<file path="src/rtl/serial_frame_rx.sv">
module serial_frame_rx #(
  parameter int FRAME_BITS  = 18,
  parameter int MODE_W      = 2,
  parameter int ADDR_W      = 4,
  parameter int SYNC_STAGES = 2
) (
  input  logic                             clk,
  input  logic                             rst_n,
  input  logic                             chain_en,
  input  logic                             busy_n,
  input  logic                             sclk,
  input  logic                             frame_n,
  input  logic                             din,
  output logic                             dout,
  output logic                             cmd_valid,
  output logic [MODE_W-1:0]                cmd_mode,
  output logic [ADDR_W-1:0]                cmd_addr,
  output logic [FRAME_BITS-MODE_W-ADDR_W-1:0] cmd_data
);
  localparam int DATA_W = FRAME_BITS - MODE_W - ADDR_W;
  localparam int CNT_W  = $clog2(FRAME_BITS + 1);
  localparam logic [CNT_W-1:0]  FULL = CNT_W'(FRAME_BITS);
  localparam logic [CNT_W-1:0]  LAST = CNT_W'(FRAME_BITS - 1);
  localparam logic [MODE_W-1:0] NOP  = '1;

  logic [SYNC_STAGES:0]   sclk_p, frm_p;
  logic [SYNC_STAGES-1:0] din_p;

  always_ff @(posedge clk or negedge rst_n)
    if (!rst_n) begin
      sclk_p <= '0;
      frm_p  <= '1;
      din_p  <= '0;
    end else begin
      sclk_p <= {sclk_p[SYNC_STAGES-1:0], sclk};
      frm_p  <= {frm_p[SYNC_STAGES-1:0], frame_n};
      din_p  <= {din_p[SYNC_STAGES-2:0], din};
    end

  wire sclk_fall = sclk_p[SYNC_STAGES] & ~sclk_p[SYNC_STAGES-1];
  wire sclk_rise = ~sclk_p[SYNC_STAGES] & sclk_p[SYNC_STAGES-1];
  wire frm_fall  = frm_p[SYNC_STAGES] & ~frm_p[SYNC_STAGES-1];
  wire frm_rise  = ~frm_p[SYNC_STAGES] & frm_p[SYNC_STAGES-1];
  wire din_s     = din_p[SYNC_STAGES-1];

  logic                  open_q, done_q, dout_q;
  logic [CNT_W-1:0]      bit_cnt;
  logic [FRAME_BITS-1:0] sr;

  wire                  take     = open_q & busy_n & ~done_q & sclk_fall;
  wire [FRAME_BITS-1:0] sr_next  = {sr[FRAME_BITS-2:0], din_s};
  wire                  std_hit  = take & ~chain_en & (bit_cnt == LAST);
  wire                  chn_hit  = frm_rise & open_q & chain_en & (bit_cnt == FULL);
  wire [FRAME_BITS-1:0] word     = std_hit ? sr_next : sr;
  wire                  is_nop   = word[FRAME_BITS-1 -: MODE_W] == NOP;

  always_ff @(posedge clk or negedge rst_n)
    if (!rst_n) begin
      open_q  <= 1'b0;
      done_q  <= 1'b0;
      bit_cnt <= '0;
      sr      <= '0;
    end else if (frm_fall) begin
      open_q  <= 1'b1;
      done_q  <= 1'b0;
      bit_cnt <= '0;
    end else if (frm_rise) begin
      open_q  <= 1'b0;
    end else if (take) begin
      sr <= sr_next;
      if (bit_cnt != FULL) bit_cnt <= bit_cnt + 1'b1;
      if (std_hit) done_q <= 1'b1;
    end

  always_ff @(posedge clk or negedge rst_n)
    if (!rst_n) dout_q <= 1'b0;
    else if (!chain_en) dout_q <= 1'b0;
    else if (open_q && busy_n && sclk_rise) dout_q <= sr[FRAME_BITS-1];

  assign dout = dout_q;

  always_ff @(posedge clk or negedge rst_n)
    if (!rst_n) begin
      cmd_valid <= 1'b0;
      cmd_mode  <= '0;
      cmd_addr  <= '0;
      cmd_data  <= '0;
    end else begin
      cmd_valid <= (std_hit | chn_hit) & ~is_nop;
      if ((std_hit | chn_hit) && !is_nop) begin
        cmd_mode <= word[FRAME_BITS-1 -: MODE_W];
        cmd_addr <= word[DATA_W +: ADDR_W];
        cmd_data <= word[DATA_W-1:0];
      end
    end
endmodule


</file>
<file path="config.mk">
export PLATFORM = sky130hd
export DESIGN_NAME = serial_frame_rx
export DESIGN_NICKNAME = d
export VERILOG_FILES = /design/src/rtl/serial_frame_rx.sv
export SDC_FILE = /design/constraint.sdc
export NUM_CORES = 1
export LEC_CHECK = 0
export CAP_MARGIN = 20
export CORE_ASPECT_RATIO = 1.25
export CORE_UTILIZATION = 50
export DETAILED_ROUTE_END_ITERATION = 10
export DONT_BUFFER_PORTS = 1
export GPL_TIMING_DRIVEN = 1
export SLEW_MARGIN = 20
export SYNTH_ARGS = -nofsm -noshare
export SYNTH_HDL_FRONTEND = slang
export SYNTH_SLANG_ARGS = --single-unit
</file>
<file path="constraint.sdc">
create_clock -name clk -period 3.6 [get_ports clk]
set_input_delay 0.54 -clock clk [delete_from_list [all_inputs] [get_ports clk]]
set_output_delay 0.54 -clock clk [all_outputs]
set_load 0.005 [all_outputs]
</file>
==> run_results.csv, run 1 <==
group,metric,value,unit
sta,worst_pin_slew,0.825,ns
power_and_ir_drop,power.density,429,nW/um^2
logic_synthesis,async_flop_share,100,%
cts,root_buffer,"clkbuf_8",
sta,fin_crit_sh,68.9,%
logic_synthesis,synth_fp_nets,223,
worst_setup_path,start_kind,"register",
route,via_per_inst,5.71,
sta,finalHoldViolCount,0,
sta,setup_viol,0,
logic_synthesis,yosysUniqueCellTypes,36,
worst_setup_path,crit_type,"reg2reg",
cts,clkSinkCount,53,
worst_setup_path,path_cells,"or3b_4 -> nor4_4 -> buf_4 -> and2_0 -> a211oi_1",
power_and_ir_drop,p_leak,1.13,nW
floorplan,die_h,80.1,um
cts,cts_buffer_depth,2,
floorplan,core_area,4690,um^2
logic_synthesis,synthCells,211,
worst_setup_path,cp_slowest_cell,"and2_0",
global_routing,met2_usage,34.5,%
logic_synthesis,syn-cell-area,2440,um^2
floorplan,initial_core_util,51.9,%
cts,cts_tree,"done",
logic_synthesis,syn_avg_cell_area,11.6,um^2
cts,clock_latency,0.30,ns
sta,slew_headroom,44.9,%
floorplan,std_cell_rows,28,
worst_setup_path,path_max_fanout,23,
logic_synthesis,synth_edf_count,0,
layout,area_growth,5.34,%
global_routing,grt.overflow.total,0,
cts,cts-buffers-inserted,5,
placement,place_hpwl,3080,um
logic_synthesis,synthTopCellsByArea,"dfrtp_1 (51%), a211oi_1 (9.2%), mux2i_1 (7.4%)",
sta,period_needed,2.48,ns
hold_path,hp-class,"in2async",
global_routing,antenna_found_initial,0,
route,routedWlPerCell,17.0,um
placement,place.gp.congestion,0.797,
layout,drive_gt1_share,10.9,%
global_routing,met1_usage,23.6,%
global_routing,grtUsageTotal,20.2,%
cts,clkTransAtPathRegs,0.09,ns
logic_synthesis,synthTopCellsByCount,"dfrtp_1 (50), a211oi_1 (30), inv_1 (22)",
worst_setup_path,r2r-end,"cmd_addr[0]",
worst_setup_path,rrSetupSlack,1.12,ns
floorplan,ioPinCount,27,
worst_setup_path,cp-end-kind,"register",
layout,final_cells,271,
placement,dp.cells,262,
route,drc_errors,0,
worst_setup_path,arrival,2.63,ns
route,via_count,1547,
logic_synthesis,ys_seq_area_share,54.6,%
route,drt-pass1-iter-count,5,
worst_setup_path,r2r_cells,5,
logic_synthesis,synth-seq-cells,53,
global_routing,grt_max_degree,51,
sta,max_freq,403,MHz
sta,slew_viol_final,0,
logic_synthesis,yosys.area.top_type,"dfrtp_1",
logic_synthesis,ys.flop_type,"dfrtp_1",
global_routing,met3_usage,5.40,%
route,totalWireLength,4590,um
logic_synthesis,yosys.cell_count.top_type,"dfrtp_1",
global_routing,busiest_layer,"met2",
worst_setup_path,required,3.75,ns
power_and_ir_drop,ir_drop,242,uV
sta,fin_skew,0.00474,ns
sta,setup_tns,0,ns
layout,diodes,0,
logic_synthesis,synth_warnings,0,
logic_synthesis,yosys.area.top_type_share,51.3,%
floorplan,die_x,64.4,um
route,drt_iter0_markers,68,
global_routing,first_global_vias,1583,
global_routing,grt_pass1_wl,7870,um
worst_setup_path,rr_startpoint,"bit_cnt[2]",
floorplan,die_area,5160,um^2
sta,rsz0062_at_grt,"no",
cts,htree_num_levels,2,
worst_setup_path,cp_slowest_stage_delay,0.70,ns
flow_run,cap_violations,0,
run_status,status,"completed",
placement,io_buffers,0,
layout,fin_nets,222,
route,final_antenna_net_count,0,
[logic make-up (layout without fill, tap and decap cells)]
kind of cell    after synthesis  in the layout  synth area share (%)
flops                        53             53                  54.6
buf+inv                      33             33                  6.57
fa+ha+maj                     5              5                  2.57
simple gates                 56             56                  13.3
mux                          23             23                  9.70
compound gates               40             40                  12.9
xor+xnor                      1              1                 0.359
[metrics by stage]
step           power, mW  hold slack [ns]  util [%]  setup slack (ns)  cell area, um^2
3_3_place_gp       0.756            0.245      52.2              1.20             2450
6_report            1.10           0.0726      54.7              1.12             2570
2_1_floorplan      0.740            0.244         -              1.71             2440
4_1_cts             1.11           0.0630      54.7              1.13             2570
3_5_place_dp       0.762            0.246      52.2              1.13             2450
5_1_grt             1.15           0.0537      54.7             0.931             2570
[worst max-delay path, delay by kind of cell (launching register included)]
family | cells | cell delay (ns)
buffers and inverters | 1 | 0.29
AOI/OAI and AO/OA | 1 | 0.19
and+or+nand+nor | 3 | 1.39
DFF | 1 | 0.44
[layout make-up]
| class | instances | area, um^2 |
|---|---|---|
| Multi-Input combinational cell | 125 | 947 |
| Clock buffer | 8 | 90.1 |
| Sequential cell | 53 | 1330 |
| Timing Repair Buffer | 3 | 42.5 |
| Fill cell | 417 | 2130 |
| Tap cell | 60 | 75.1 |
| Inverter | 22 | 82.6 |
[cell usage in the layout, fill, tap and decap left out, types with 2 or more instances in the layout]
master / n
buf_4: 2
nor3_1: 4
dfstp_2: 3
or2_2: 2
nand4_1: 2
a211o_1: 2
clkbuf_1: 2
and2_1: 3
nand4b_1: 2
inv_1: 22
nor2_1: 18
dfrtp_1: 50
nor2b_1: 4
a211oi_1: 30
mux2_2: 5
nand2b_1: 3
ha_1: 5
mux2i_1: 18
nand3_1: 5
nand2_1: 7
o21ai_0: 2
clkbuf_8: 6
[timing repair]
action | 4_1_cts | 5_1_grt
hold endpoints to repair | 50 | 0
hold buffers | 1 | 0
resized for setup | 0 | 0
endpoints found under the setup margin | 0 | 0
setup buffers | 0 | 0
[per-layer routing]
metal | vias up | wire length, um
met4 | 0 | 69
met2 | 31 | 2400
met1 | 773 | 1920
li1 | 735 | -
met5 | - | 0
met3 | 8 | 206
[sequential cells by signal (all words and copies together), names as in the netlist]
signal and flops:
sr 18, open_q 1, frm_p 3, cmd_data 12, cmd_valid 1, cmd_addr 4, done_q 1, sclk_p 3
din_p 2, cmd_mode 2, dout 1, bit_cnt 5
[report_power, final]
group          total (mW)  leakage [nW]  internal [mW]  switching [mW]
registers           0.672         0.639          0.634          0.0375
logic              0.0913         0.445         0.0434          0.0479
clock network       0.338        0.0455          0.157           0.181
[worst max path at each step]
stage / startpoint / end / depth (start not counted)
after floorplan: frm_p[1] / cmd_addr[0] / 6
after global placement: busy_n / cmd_data[5] / 5
after detailed placement: busy_n / cmd_addr[0] / 5
after CTS: bit_cnt[2] / cmd_addr[0] / 5
after global routing: bit_cnt[2] / cmd_data[8] / 5
final: bit_cnt[2] / cmd_addr[0] / 5
(Power assumes the default switching activity.)
==> inputs of run 2 (changes only) <==
==> constraint.sdc (replaced) <==
create_clock -name clk -period 2.32 [get_ports clk]
set_input_delay 0.348 -clock clk [delete_from_list [all_inputs] [get_ports clk]]
set_output_delay 0.348 -clock clk [all_outputs]
set_load 0.005 [all_outputs]
==> run 2 against run 1 <==
Compared with the run above:
- setup slack worse by 0.79 ns
- clock power is 76% higher
- utilization rose by 1.7 points
- sequential share of layout area shrank 1.6 points
- register-to-register slack got worse by 0.79 ns
- global-route usage increased by 0.50 points
- sequential cell count did not move
- final cell count up 3.0%
==> run_results.csv, run 2 (synthesis results as in run 1) <==
group,metric,value,unit
cts,cts_resized,0,
layout,drive_gt1_share,14.2,%
worst_setup_path,worst-path-buf-inv,0,
hold_path,hp-class,"in2reg",
layout,final_cells,279,
sta,fin_skew,0.0121,ns
worst_setup_path,cp-end-kind,"register",
sta,max_freq,502,MHz
route,final_antenna_net_count,0,
cts,root_buffer,"clkbuf_8",
worst_setup_path,required,2.50,ns
floorplan,std_cell_rows,28,
layout,largest_register,"sr",
cts,cts-buffers-inserted,5,
global_routing,first_global_vias,1706,
floorplan,initial_core_util,51.9,%
floorplan,die_h,80.1,um
sta,slew_viol_final,0,
power_and_ir_drop,clkPwrFrac,33.4,%
power_and_ir_drop,seqPwrFrac,58.6,%
route,via_per_inst,5.64,
sta,holdWs,0.0414,ns
placement,dpl_cell_area,2500,um^2
sta,fin_crit_sh,85.9,%
route,drt-pass1-iter-count,4,
cts,clkTransAtPathRegs,0.09,ns
run_status,status,"completed",
sta,slew_headroom,62.7,%
layout,largest_register_ffs,18,
floorplan,core_area,4690,um^2
layout,fin_nets,230,
floorplan,ioPinCount,27,
route,via_count,1574,
route,routedWlPerCell,16.4,um
sta,period_needed,1.99,ns
placement,io_buffers,0,
layout,mostFrequentLayoutCell,"dfrtp_1",
floorplan,die_x,64.4,um
cts,post_cts_buffers,0,
cts,htree_num_levels,2,
global_routing,grt_pass1_wl,8110,um
placement,dp.cells,269,
global_routing,grt.overflow.total,0,
layout,diodes,0,
flow_run,cap_violations,0,
worst_setup_path,cp_slowest_stage_delay,0.55,ns
global_routing,antenna_found_initial,0,
placement,place.gp.congestion,0.744,
worst_setup_path,arrival,2.17,ns
sta,worst_pin_slew,0.560,ns
sta,setup_viol,0,
power_and_ir_drop,p_sw,0.409,mW
layout,final_area,2650,um^2
cts,clock_latency,0.30,ns
cts,cts_buffer_depth,2,
worst_setup_path,start_kind,"register",
placement,place_hpwl,3240,um
layout,top_regs,"sr x18, cmd_data x12, bit_cnt x5",
cts,ctsHoldBuffers,2,
power_and_ir_drop,power.density,673,nW/um^2
global_routing,grt_max_degree,54,
route,totalWireLength,4580,um
worst_setup_path,path_max_fanout,16,
power_and_ir_drop,p_leak,1.18,nW
sta,rsz0062_at_grt,"no",
power_and_ir_drop,combPwrFrac,8.1,%
cts,cts_tree,"done",
floorplan,die_area,5160,um^2
power_and_ir_drop,swShare,22.9,%
layout,area_growth,8.62,%
sta,finalHoldViolCount,0,
sta,setup_tns,0,ns
worst_setup_path,cp_slowest_cell,"dfstp_2",
global_routing,grtUsageTotal,20.7,%
power_and_ir_drop,ir_drop,605,uV
worst_setup_path,critical_path.top_delay_family,"compound AO/OA/AOI/OAI gates",
cts,clkSinkCount,53,
route,drc_errors,0,
worst_setup_path,path_cells,"ha_1 -> nand3_1 -> a211o_1 -> nor2_1 -> a211oi_1",
layout,final_cell_mix,"dfrtp_1 (50), a211oi_1 (30), inv_1 (22), nor2_1 (18), mux2i_1 (18)",
route,drt_iter0_markers,51,
power_and_ir_drop,p_int,1.37,mW
worst_setup_path,crit_type,"reg2reg",
run 2: cell types whose count changed in the layout (fill, tap and decap cells not counted), sizes merged:
cell,previous run,this run
buf,3,10
clkbuf,8,6
bufinv,0,1
dlygate4sd3,0,1
clkinv,0,1
run 2: cell type report:
| cell class | instances | area (um^2) |
|---|---|---|
| Multi-Input combinational cell | 125 | 947 |
| Clock buffer | 6 | 72.6 |
| Tap cell | 60 | 75.1 |
| Inverter | 22 | 82.6 |
| Clock inverter | 2 | 35.0 |
| Fill cell | 399 | 2050 |
| Sequential cell | 53 | 1330 |
| Timing Repair Buffer | 11 | 105 |
run 2: path summary, 6_finish.rpt:
| check | startpoint | endpoint | slack (ns) | cells past startpoint |
|---|---|---|---|---|
| hold reg to reg | sclk_p[0] | sclk_p[1] | 0.35 | 0 |
| hold / removal | frame_n | frm_p[0] | 0.04 | 0 |
| min in group asynchronous | rst_n | bit_cnt[4] | 0.57 | 2 |
| setup reg to reg | frm_p[1] | cmd_data[2] | 0.33 | 5 |
| setup / recovery | frm_p[1] | cmd_data[2] | 0.33 | 5 |
| max in group asynchronous | rst_n | frm_p[0] | 1.47 | 2 |
run 2: stage by stage:
step / worst slack, ns / total power, mW / util, %
floorplan: 0.435 / 1.15 / -
global route: 0.115 / 1.88 / 56.4
CTS: 0.265 / 1.81 / 56.4
finish: 0.328 / 1.78 / 56.4
global placement: 0.388 / 1.17 / 53.3
detailed placement: 0.306 / 1.18 / 53.3
run 2: power groups by stage:
stage / logic [mW] / clock network, mW / registers, mW
floorplan: 0.108 / 0 / 1.04
global placement: 0.114 / 0 / 1.06
detailed placement: 0.121 / 0 / 1.06
CTS: 0.147 / 0.622 / 1.05
global route: 0.164 / 0.659 / 1.05
finish: 0.144 / 0.595 / 1.04
run 2: worst reg2reg max path, stage by stage (launching register included):
cell	delay (ns)
dfstp_2	0.55
ha_1	0.32
nand3_1	0.24
a211o_1	0.50
nor2_1	0.20
a211oi_1	0.06
run 2: layer usage:
layer	GRT usage (%)	routed length, um	vias up
li1	-	-	750
met1	25.1	1950	794
met2	35.6	2400	24
met3	5.40	176	6
met4	6.67	59	0
met5	0	0	-
